--- src/rtl/bl_pwm.sv ---
module bl_pwm #(
  parameter int ADDR_W  = 8,
  parameter int DATA_W  = 32,
  parameter int DIV_W   = 10,
  parameter int PER_W   = 12,
  parameter int HI_W    = 13,
  parameter int DIV_LSB = 16,
  parameter int HI_LSB  = 16
) (
  input  logic              clk,
  input  logic              rst_n,
  input  logic [ADDR_W-1:0] bus_addr,
  input  logic [DATA_W-1:0] bus_wdata,
  input  logic              bus_we,
  output logic [DATA_W-1:0] bus_rdata,
  output logic              pwm_out
);
  localparam logic [ADDR_W-1:0] A_EN  = ADDR_W'('h00);
  localparam logic [ADDR_W-1:0] A_CMT = ADDR_W'('h08);
  localparam logic [ADDR_W-1:0] A_DIV = ADDR_W'('h10);
  localparam logic [ADDR_W-1:0] A_TIM = ADDR_W'('h14);
  localparam int CMP_W = (HI_W > PER_W) ? HI_W : PER_W;

  logic             en_q, cmt_q, pend;
  logic [DIV_W-1:0] stg_div, act_div, pc;
  logic [PER_W-1:0] stg_per, act_per, cnt;
  logic [HI_W-1:0]  stg_hi, act_hi;

  wire wr_en  = bus_we && bus_addr == A_EN;
  wire wr_cmt = bus_we && bus_addr == A_CMT;
  wire wr_div = bus_we && bus_addr == A_DIV;
  wire wr_tim = bus_we && bus_addr == A_TIM;

  wire commit_rise = wr_cmt && bus_wdata[0] && !cmt_q;
  wire step        = pc == act_div;
  wire wrap        = step && cnt == act_per;
  wire load        = (pend || commit_rise) && (!en_q || wrap);

  logic unused_wdata;
  assign unused_wdata = &{1'b0, bus_wdata};

  always_ff @(posedge clk) begin
    if (!rst_n) begin
      en_q    <= 1'b0;
      cmt_q   <= 1'b0;
      stg_div <= '0;
      stg_per <= '0;
      stg_hi  <= '0;
    end else begin
      if (wr_en)  en_q    <= bus_wdata[0];
      if (wr_cmt) cmt_q   <= bus_wdata[0];
      if (wr_div) stg_div <= bus_wdata[DIV_LSB +: DIV_W];
      if (wr_tim) begin
        stg_per <= bus_wdata[PER_W-1:0];
        stg_hi  <= bus_wdata[HI_LSB +: HI_W];
      end
    end
  end

  always_ff @(posedge clk) begin
    if (!rst_n) begin
      pend    <= 1'b0;
      act_div <= '0;
      act_per <= '0;
      act_hi  <= '0;
    end else if (load) begin
      pend    <= 1'b0;
      act_div <= stg_div;
      act_per <= stg_per;
      act_hi  <= stg_hi;
    end else if (commit_rise) begin
      pend <= 1'b1;
    end
  end

  always_ff @(posedge clk) begin
    if (!rst_n || !en_q) begin
      pc  <= '0;
      cnt <= '0;
    end else if (step) begin
      pc  <= '0;
      cnt <= wrap ? '0 : cnt + PER_W'(1);
    end else begin
      pc  <= pc + DIV_W'(1);
    end
  end

  assign pwm_out = en_q && (CMP_W'(cnt) <= CMP_W'(act_hi));

  always_comb begin
    bus_rdata = '0;
    case (bus_addr)
      A_EN:  bus_rdata[0] = en_q;
      A_CMT: bus_rdata[0] = cmt_q;
      A_DIV: bus_rdata[DIV_LSB +: DIV_W] = stg_div;
      A_TIM: begin
        bus_rdata[PER_W-1:0]      = stg_per;
        bus_rdata[HI_LSB +: HI_W] = stg_hi;
      end
      default: bus_rdata = '0;
    endcase
  end
endmodule

--- config.mk ---
export PLATFORM = sky130hd
export DESIGN_NAME = bl_pwm
export DESIGN_NICKNAME = d
export VERILOG_FILES = /design/src/rtl/bl_pwm.sv
export SDC_FILE = /design/constraint.sdc
export NUM_CORES = 1
export LEC_CHECK = 0
export CAP_MARGIN = 5
export CORE_MARGIN = 5
export CORE_UTILIZATION = 45
export DETAILED_ROUTE_END_ITERATION = 16
export GPL_TIMING_DRIVEN = 0
export MAX_ROUTING_LAYER = met4
export PLACE_DENSITY_LB_ADDON = 0.3
export SLEW_MARGIN = 20
export SYNTH_ARGS = -nofsm -noshare
export SYNTH_HDL_FRONTEND = slang
export SYNTH_SLANG_ARGS = --single-unit
--- constraint.sdc ---
create_clock -name clk -period 6.6 [get_ports clk]
set_input_delay 1.98 -clock clk [delete_from_list [all_inputs] [get_ports clk]]
set_output_delay 1.98 -clock clk [all_outputs]
set_load 0.03 [all_outputs]
# After elaboration in Yosys (flattened, before gate mapping)
# Index checks and enable logic that the tools add are counted.
# totals
n_memories,0
output_inout_bits,33
latch_bits,0
mem_bits_ro,0
ff_bits,95
mem_bits_rw,0
# op_classes
shifts,0
n_reduce_logical,18
n_bitwise,1
n_mux,5
eq_ne,5
n_addsub,2
order_cmp,1
div,0
mul,0
# ops
cell,n
10-bit one-hot mux with 2 select lines,1
"8-bit by 5-bit equality test with 1-bit output, second input constant",2
12-bit by 13-bit <= comparator with 1-bit output,1
"12-bit by 1-bit adder with 12-bit output, second input constant",1
12-bit equality test,1
12-bit 2-to-1 mux,1
11-bit 2-to-1 mux,1
"10-bit by 1-bit adder with 10-bit output, second input constant",1
10-bit equality test,1
1-bit logical AND,9
"8-bit by 4-bit equality test with 1-bit output, second input constant",1
8-bit zero test,1
2-bit OR reduction,2
1-bit zero test,3
1-bit logical OR,3
3-bit 2-to-1 mux,1
1-bit one-hot mux with 3 select lines,1
1-bit inverter,1

# Logic depth before layout (Yosys ltp)
# Gate-level depths: netlist of the first run.
# logic_depth
word_depth,7
ltp_mapped,9
ltp_nobuf,8

# Worst setup path after synthesis of the first run
# Ideal clock, no wire load.
# synth_timing
path_type,input -> output
startpoint,input bus_addr[1]
endpoint,output bus_rdata[0]
stages,4
path_buffers,0
slack_ps,970
t_arrival_ps,3650
required_ps,4620
path_cell_list,or4_4 nor3b_2 a22oi_1 o31ai_1
# synth_between
elab_chain_cells,2
elab_cells_between_ends,4
cone_classes,2 x eq/ne; 1 x mux; 1 x reduce/logical
# synth_lines
element,line,rtl
from (decl),12,"input logic [ADDR_W-1:0] bus_addr,"
"8-bit by 5-bit equality test with 1-bit output, or another cell as far along",92,case (bus_addr)
1-bit one-hot mux with 3 select lines *,92,
to (decl),15,"output logic [DATA_W-1:0] bus_rdata,"
# Every way passes the cells marked *; elsewhere a longest branch is shown, timed or not.

# Worst setup path in the final report of the first run
# layout_timing
startpoint,input bus_addr[1]
endpoint,output bus_rdata[22]
# layout_between
elab_chain_cells,2
elab_cells_between_ends,3
cone_classes,2 x eq/ne; 1 x mux
# layout_lines
element,line
8-bit by 5-bit equality test with 1-bit output,92
10-bit one-hot mux with 2 select lines *,92
# Marks and branches as above.

==> run summary, run 1 <==
GP Congestion = 0.8828
Max-Slew Margin vs Limit = 41.65%
Maxcap violations = 0
Share of layout cells above drive strength 1 = 9.823%
Most used flip-flop cell after synthesis = dfxtp_1
Total setup buffers inserted after CTS = 0
Ranking of synthesized cells by area = dfxtp_1 40%, nand2_1 11%, mux2i_1 7.6%, xor2_1 4.6%, ha_1 3.7%
Vias per cell = 5.000
YS warnings = 0
Initial antenna violation count = 0
Yosys top cell area share = 40.19%
Placed inst area = 5525 µm²
Adder-cell area share of the yosys netlist = 3.702%
Req. time, crit path = 4.62 ns
Synth Area in XOR/XNOR = 7.589%
FMAX = 0.1535 GHz
CTS tree = built
Post-Synth Simple-Gate Area = 23.66%
I/O Pins = 76
Min Tclk post-route = 6.515 ns
Mapped Area = 4732 µm²
Seq cells post-synth = 95
Asr flop ratio synth = 0%
Setup violators final = 0
Cell area after layout = 5778 µm²
Total grt overflow = 0
Synthesized-area fraction occupied by ao, oa, aoi and oai cells = 10.52%
Multi-input logic area = 2539 µm²
Initial drt markers = 248
Reg2Reg Launch Point = pc[5]
EDFF count, synth = 0
Total power = 1.014 mW
Finished Layout Cells = 757
Leakage = 2.366 nW
Final Hold Viols = 0
Number of CTS-inserted buffers = 9
Leading cell types by count after synthesis = 136 x nand2_1, 95 x dfxtp_1, 36 x mux2i_1, 25 x nor2_1, 25 x xor2_1
Drt pass-1 iters = 7
Diode count = 0
Least-Margin Pin Slew = 0.8672 ns
Fin nets = 673
HP Class = flip-flop to flip-flop
Layout Skew = 0.01143 ns
Total track usage = 19.18%
Dpl hpwl = 8705 µm
Vias in the first global route = 3838
Die width = 112.5 µm
Starting Density = 46.04%
CP startpoint = bus_addr[1]
Setup TNS = 0 ns
Arr. time, crit path = 4.53 ns
Final ANT Viol Nets = 0
Worst-path fanout max = 10
Residual DRC = 0
Mux cell area share after synthesis = 7.615%
Final hold slack = 0.4624 ns
Routed wire length = 11310 µm
Clock root buffer = clkbuf_8
H-Tree Level Count = 3
Status = complete, no violations
Placed Instances = 741
CTS sink cnt = 95
Area Overhead vs Synth = 22.10%
Storage element area = 1902 µm²
Main combinational cell family by area after synthesis = simple AND/OR/NAND/NOR gates
Core area = 10280 µm²
Cell taking the most area after synthesis = dfxtp_1
Yosys cell types = 45
Worst-path clk slew = 0.08 ns
HP Start = act_hi[9]
Startpoint Class = input port
Worst setup EP type = primary output
Peak supply drop = 0.0001107 V
Routed len/inst = 14.94 µm
Syn avg cell area = 8.779 µm²
Die Footprint = 12670 µm²
# fillers = 957
Clk Latency, worst-skew pair = 0.37 ns
Count leader, synth = nand2_1
Crit share post-route = 98.71%
Die H = 112.5 µm
Via Count = 3785
Row Count = 37
Synthesized instance count = 539
Largest net degree at the start of global routing = 16
Worst setup path class = input port to primary output
Clock tree buffer depth = 2
First-pass GRT wire length = 19210 µm
Power per cell area = 175.6 nW/µm²
Part of the Yosys area used for sequential elements = 40.19%
RSZ-0062 raised after global routing = false
Port bufs = 60
Slew Viols, Final = 0
critical path: stages:
cell             delay, ns
clkdlybuf4s50_1       0.40
or4_4                 0.57
nor3_4                0.19
and3b_1               0.23
clkbuf_2              0.27
a22o_1                0.22
clkdlybuf4s50_1       0.68
final timing paths:
kind | endpoint | slack, ns | cells past startpoint
worst max-delay path | bus_rdata[22] | 0.09 | 7
worst min-delay path | act_hi[9] | 0.46 | 2
worst max register to register | cnt[10] | 4.13 | 7
worst min register to register | act_hi[9] | 0.46 | 2
cell type report:
cell class | instances | area share (%)
clock buffers | 11 | 2.447
well taps | 136 | 2.945
multi-input cells | 399 | 43.94
flip-flops and latches | 95 | 32.91
repair buffers | 60 | 11.26
plain buffers | 36 | 4.526
clock inverters | 5 | 0.9961
inverters | 15 | 0.9744
sequential cells by signal (all words and copies together) (netlist names):
signal and count:
en_q 1, pend 1, act_per 12, cnt 12, stg_hi 13, pc 10
cmt_q 1, act_div 10, act_hi 13, stg_div 10, stg_per 12
layout by cell type, fill, tap and decap left out, drive strengths merged, types with 8 or more instances in the layout:
master           n
clkdlybuf4s50   40
and2            17
nand2          146
buf             16
a21boi          37
dfxtp           95
xor2            25
inv             15
nor2            25
mux2i           36
a22o            10
clkbuf          31
xnor2           16
nand4            8
dlymetal6s2s    20
ha              14
nand3           20
power breakdown:
part           switching [mW]  internal, mW  total, mW
Clock                   0.204         0.185      0.389
Sequential           0.000243         0.573      0.573
Combinational          0.0257        0.0270     0.0527
Total                   0.230         0.785       1.01
timing repair:
| item | in CTS | in global routing |
|---|---|---|
| hold buffers | 0 | 0 |
| endpoints found under the setup margin | 25 | 20 |
| gates cloned | 0 | 0 |
| gates resized for setup | 3 | 20 |
kinds of logic (layout without fill, tap and decap cells):
kind of cell             count (synthesis)  after routing
adder cells (fa/ha/maj)                 14             14
flip-flops                              95             95
other                                    1              7
AO/OA/AOI/OAI                           61             61
AND/OR/NAND/NOR                        240            240
buffers and inverters                   51            127
XOR/XNOR                                41             41
multiplexers                            36             36
metal layers:
metal,track usage (%),wire length [µm]
met1,25.39,5375
met2,29.86,5229
met3,2.372,490
met4,7.532,215
met5,-,0
metrics by stage:
stage / setup slack, ns / utilization, %
2_1_floorplan: 0.9696 / -
3_3_place_gp: -0.1804 / 53.76
3_5_place_dp: -0.1838 / 53.76
4_1_cts: 0.003464 / 55.73
5_1_grt: 0.02791 / 56.22
6_report: 0.08542 / 56.22
Note: power is estimated with default switching activity, not from simulation.
==> inputs of run 2 (changes only) <==
--- a/config.mk
+++ b/config.mk
@@ -8,6 +8,7 @@
 export CAP_MARGIN = 5
 export CORE_MARGIN = 5
 export CORE_UTILIZATION = 45
+export CTS_CLUSTER_DIAMETER = 150
 export DETAILED_ROUTE_END_ITERATION = 16
 export GPL_TIMING_DRIVEN = 0
 export MAX_ROUTING_LAYER = met4
==> results of run 2 <==
No change in the layout: final DEF, timing and power equal those of run 1.
==> inputs of run 3 (changes only) <==
==> constraint.sdc (replaced) <==
create_clock -name clk -period 7.4 [get_ports clk]
set_input_delay 1.48 -clock clk [delete_from_list [all_inputs] [get_ports clk]]
set_output_delay 1.48 -clock clk [all_outputs]
set_load 0.03 [all_outputs]
==> run summary, run 3 (synthesis gave the netlist of run 1 again) <==
M1 wire length = 5282 µm
Reg2reg setup slack = 4.94 ns
Most frequent cells in the layout = 136 x nand2_1, 95 x dfxtp_1, 60 x clkdlybuf4s50_1
# fillers = 970
Vias in the first global route = 3838
Peak supply drop = 0.00009870 V
Crit share post-route = 78.43%
Min Tclk post-route = 5.804 ns
Worst-path fanout max = 10
Finished Layout Cells = 757
Residual DRC = 0
Cell area after layout = 5724 µm²
GP Congestion = 0.8828
Drt pass-1 iters = 6
Placed Instances = 741
Dpl hpwl = 8705 µm
RSZ-0062 raised after global routing = false
Least-Margin Pin Slew = 0.8698 ns
Slew Viols, Final = 0
Worst reg2reg endpoint = cnt[10]
Reg2Reg Launch Point = pc[5]
Initial drt markers = 218
Setup violators final = 0
Area Overhead vs Synth = 20.97%
Top Layer Used = met4
Commonest non-fill, non-tap cell in the layout = nand2_1
Total setup buffers inserted after CTS = 0
FMAX = 0.1723 GHz
Final ANT Viol Nets = 0
CTS sink cnt = 95
Req. time, crit path = 5.92 ns
Total track usage = 19.18%
Row Count = 37
Hold Buf Count CTS = 0
HP Class = flip-flop to flip-flop
H-Tree Level Count = 3
Status = complete, no violations
Power per cell area = 158.1 nW/µm²
Placed inst area = 5525 µm²
Worst-case hold path end point = act_hi[9]
Initial antenna violation count = 0
Die H = 112.5 µm
Setup TNS = 0 ns
Worst R2R Path Depth = 7
CTS tree = built
Final Hold Viols = 0
Starting Density = 46.04%
Worst setup EP type = primary output
First-pass GRT wire length = 19210 µm
Via Count = 3769
Arr. time, crit path = 4.32 ns
Vias per cell = 4.979
HP Start = act_hi[9]
Cell depth of the worst hold path = 2
Die width = 112.5 µm
Fin nets = 673
Max-Slew Margin vs Limit = 41.48%
Final hold slack = 0.4624 ns
Diode count = 0
Number of CTS-inserted buffers = 9
Core area = 10280 µm²
Routed len/inst = 14.84 µm
Post-CTS sizing = 0
Leakage = 1.980 nW
I/O Pins = 76
Clock root buffer = clkbuf_8
Total grt overflow = 0
Clock tree buffer depth = 2
Maxcap violations = 0
Worst-path clk slew = 0.08 ns
Startpoint Class = input port
Routed wire length = 11230 µm
Die Footprint = 12670 µm²
Share of layout cells above drive strength 1 = 9.340%
Wire length on met2 = 5208 µm
Worst setup path class = input port to primary output
Routed wl met3 = 493 µm
Layout Skew = 0.01341 ns
Clk Latency, worst-skew pair = 0.37 ns
Biggest registers after layout = act_hi (13), stg_hi (13)
Largest net degree at the start of global routing = 16
Port bufs = 60
[run 3: worst max-delay path by stage]
stage / startpoint / to / slack [ns] / cells past startpoint
after floorplan: bus_addr[1] / bus_rdata[0] / 2.77 / 4
after global routing: bus_addr[1] / bus_rdata[18] / 1.49 / 8
after detailed placement: bus_addr[1] / bus_rdata[16] / 1.62 / 8
after CTS: bus_addr[1] / bus_rdata[16] / 1.61 / 8
after global placement: bus_addr[1] / bus_rdata[16] / 1.62 / 8
final: bus_addr[1] / bus_rdata[18] / 1.60 / 8
[run 3: critical path: stages]
cell and delay (ns):
clkdlybuf4s50_1 0.40, or4_4 0.57, nor3_4 0.19, and3_1 0.18, buf_4 0.16, clkbuf_1 0.43, a22o_1 0.24, clkdlybuf4s50_1 0.68
[run 3: per-stage QoR]
stage               setup slack (ns)  util (%)  total power [mW]
detailed placement             1.616     53.76            0.5701
floorplan                      2.770         -            0.5436
global placement               1.620     53.76            0.5695
global route                   1.490     55.70            0.9414
finish                         1.596     55.70            0.9048
CTS                            1.610     55.70            0.9108
[run 3: layout make-up]
| type | count | area [µm²] | share of cell area (%) |
|---|---|---|---|
| buffer | 36 | 257.7 | 4.503 |
| clock buffer | 11 | 141.4 | 2.470 |
| clock inverter | 5 | 57.56 | 1.005 |
| inverter | 15 | 56.30 | 0.9836 |
| multi-input combinational | 399 | 2539 | 44.35 |
| sequential | 95 | 1902 | 33.22 |
| tap | 136 | 170.2 | 2.973 |
| timing repair buffer | 60 | 600.6 | 10.49 |
[run 3: metal layers]
| layer | GRT usage (%) | up-vias |
|---|---|---|
| li1 | - | 1924 |
| met1 | 25.39 | 1731 |
| met2 | 29.86 | 97 |
| met3 | 2.372 | 17 |
| met4 | 7.532 | 0 |
| met5 | - | - |
[run 3: power breakdown]
part,switching (mW),internal (mW)
combinational,0.0229,0.0241
clock,0.182,0.165
sequential,0.000215,0.511
total,0.205,0.700
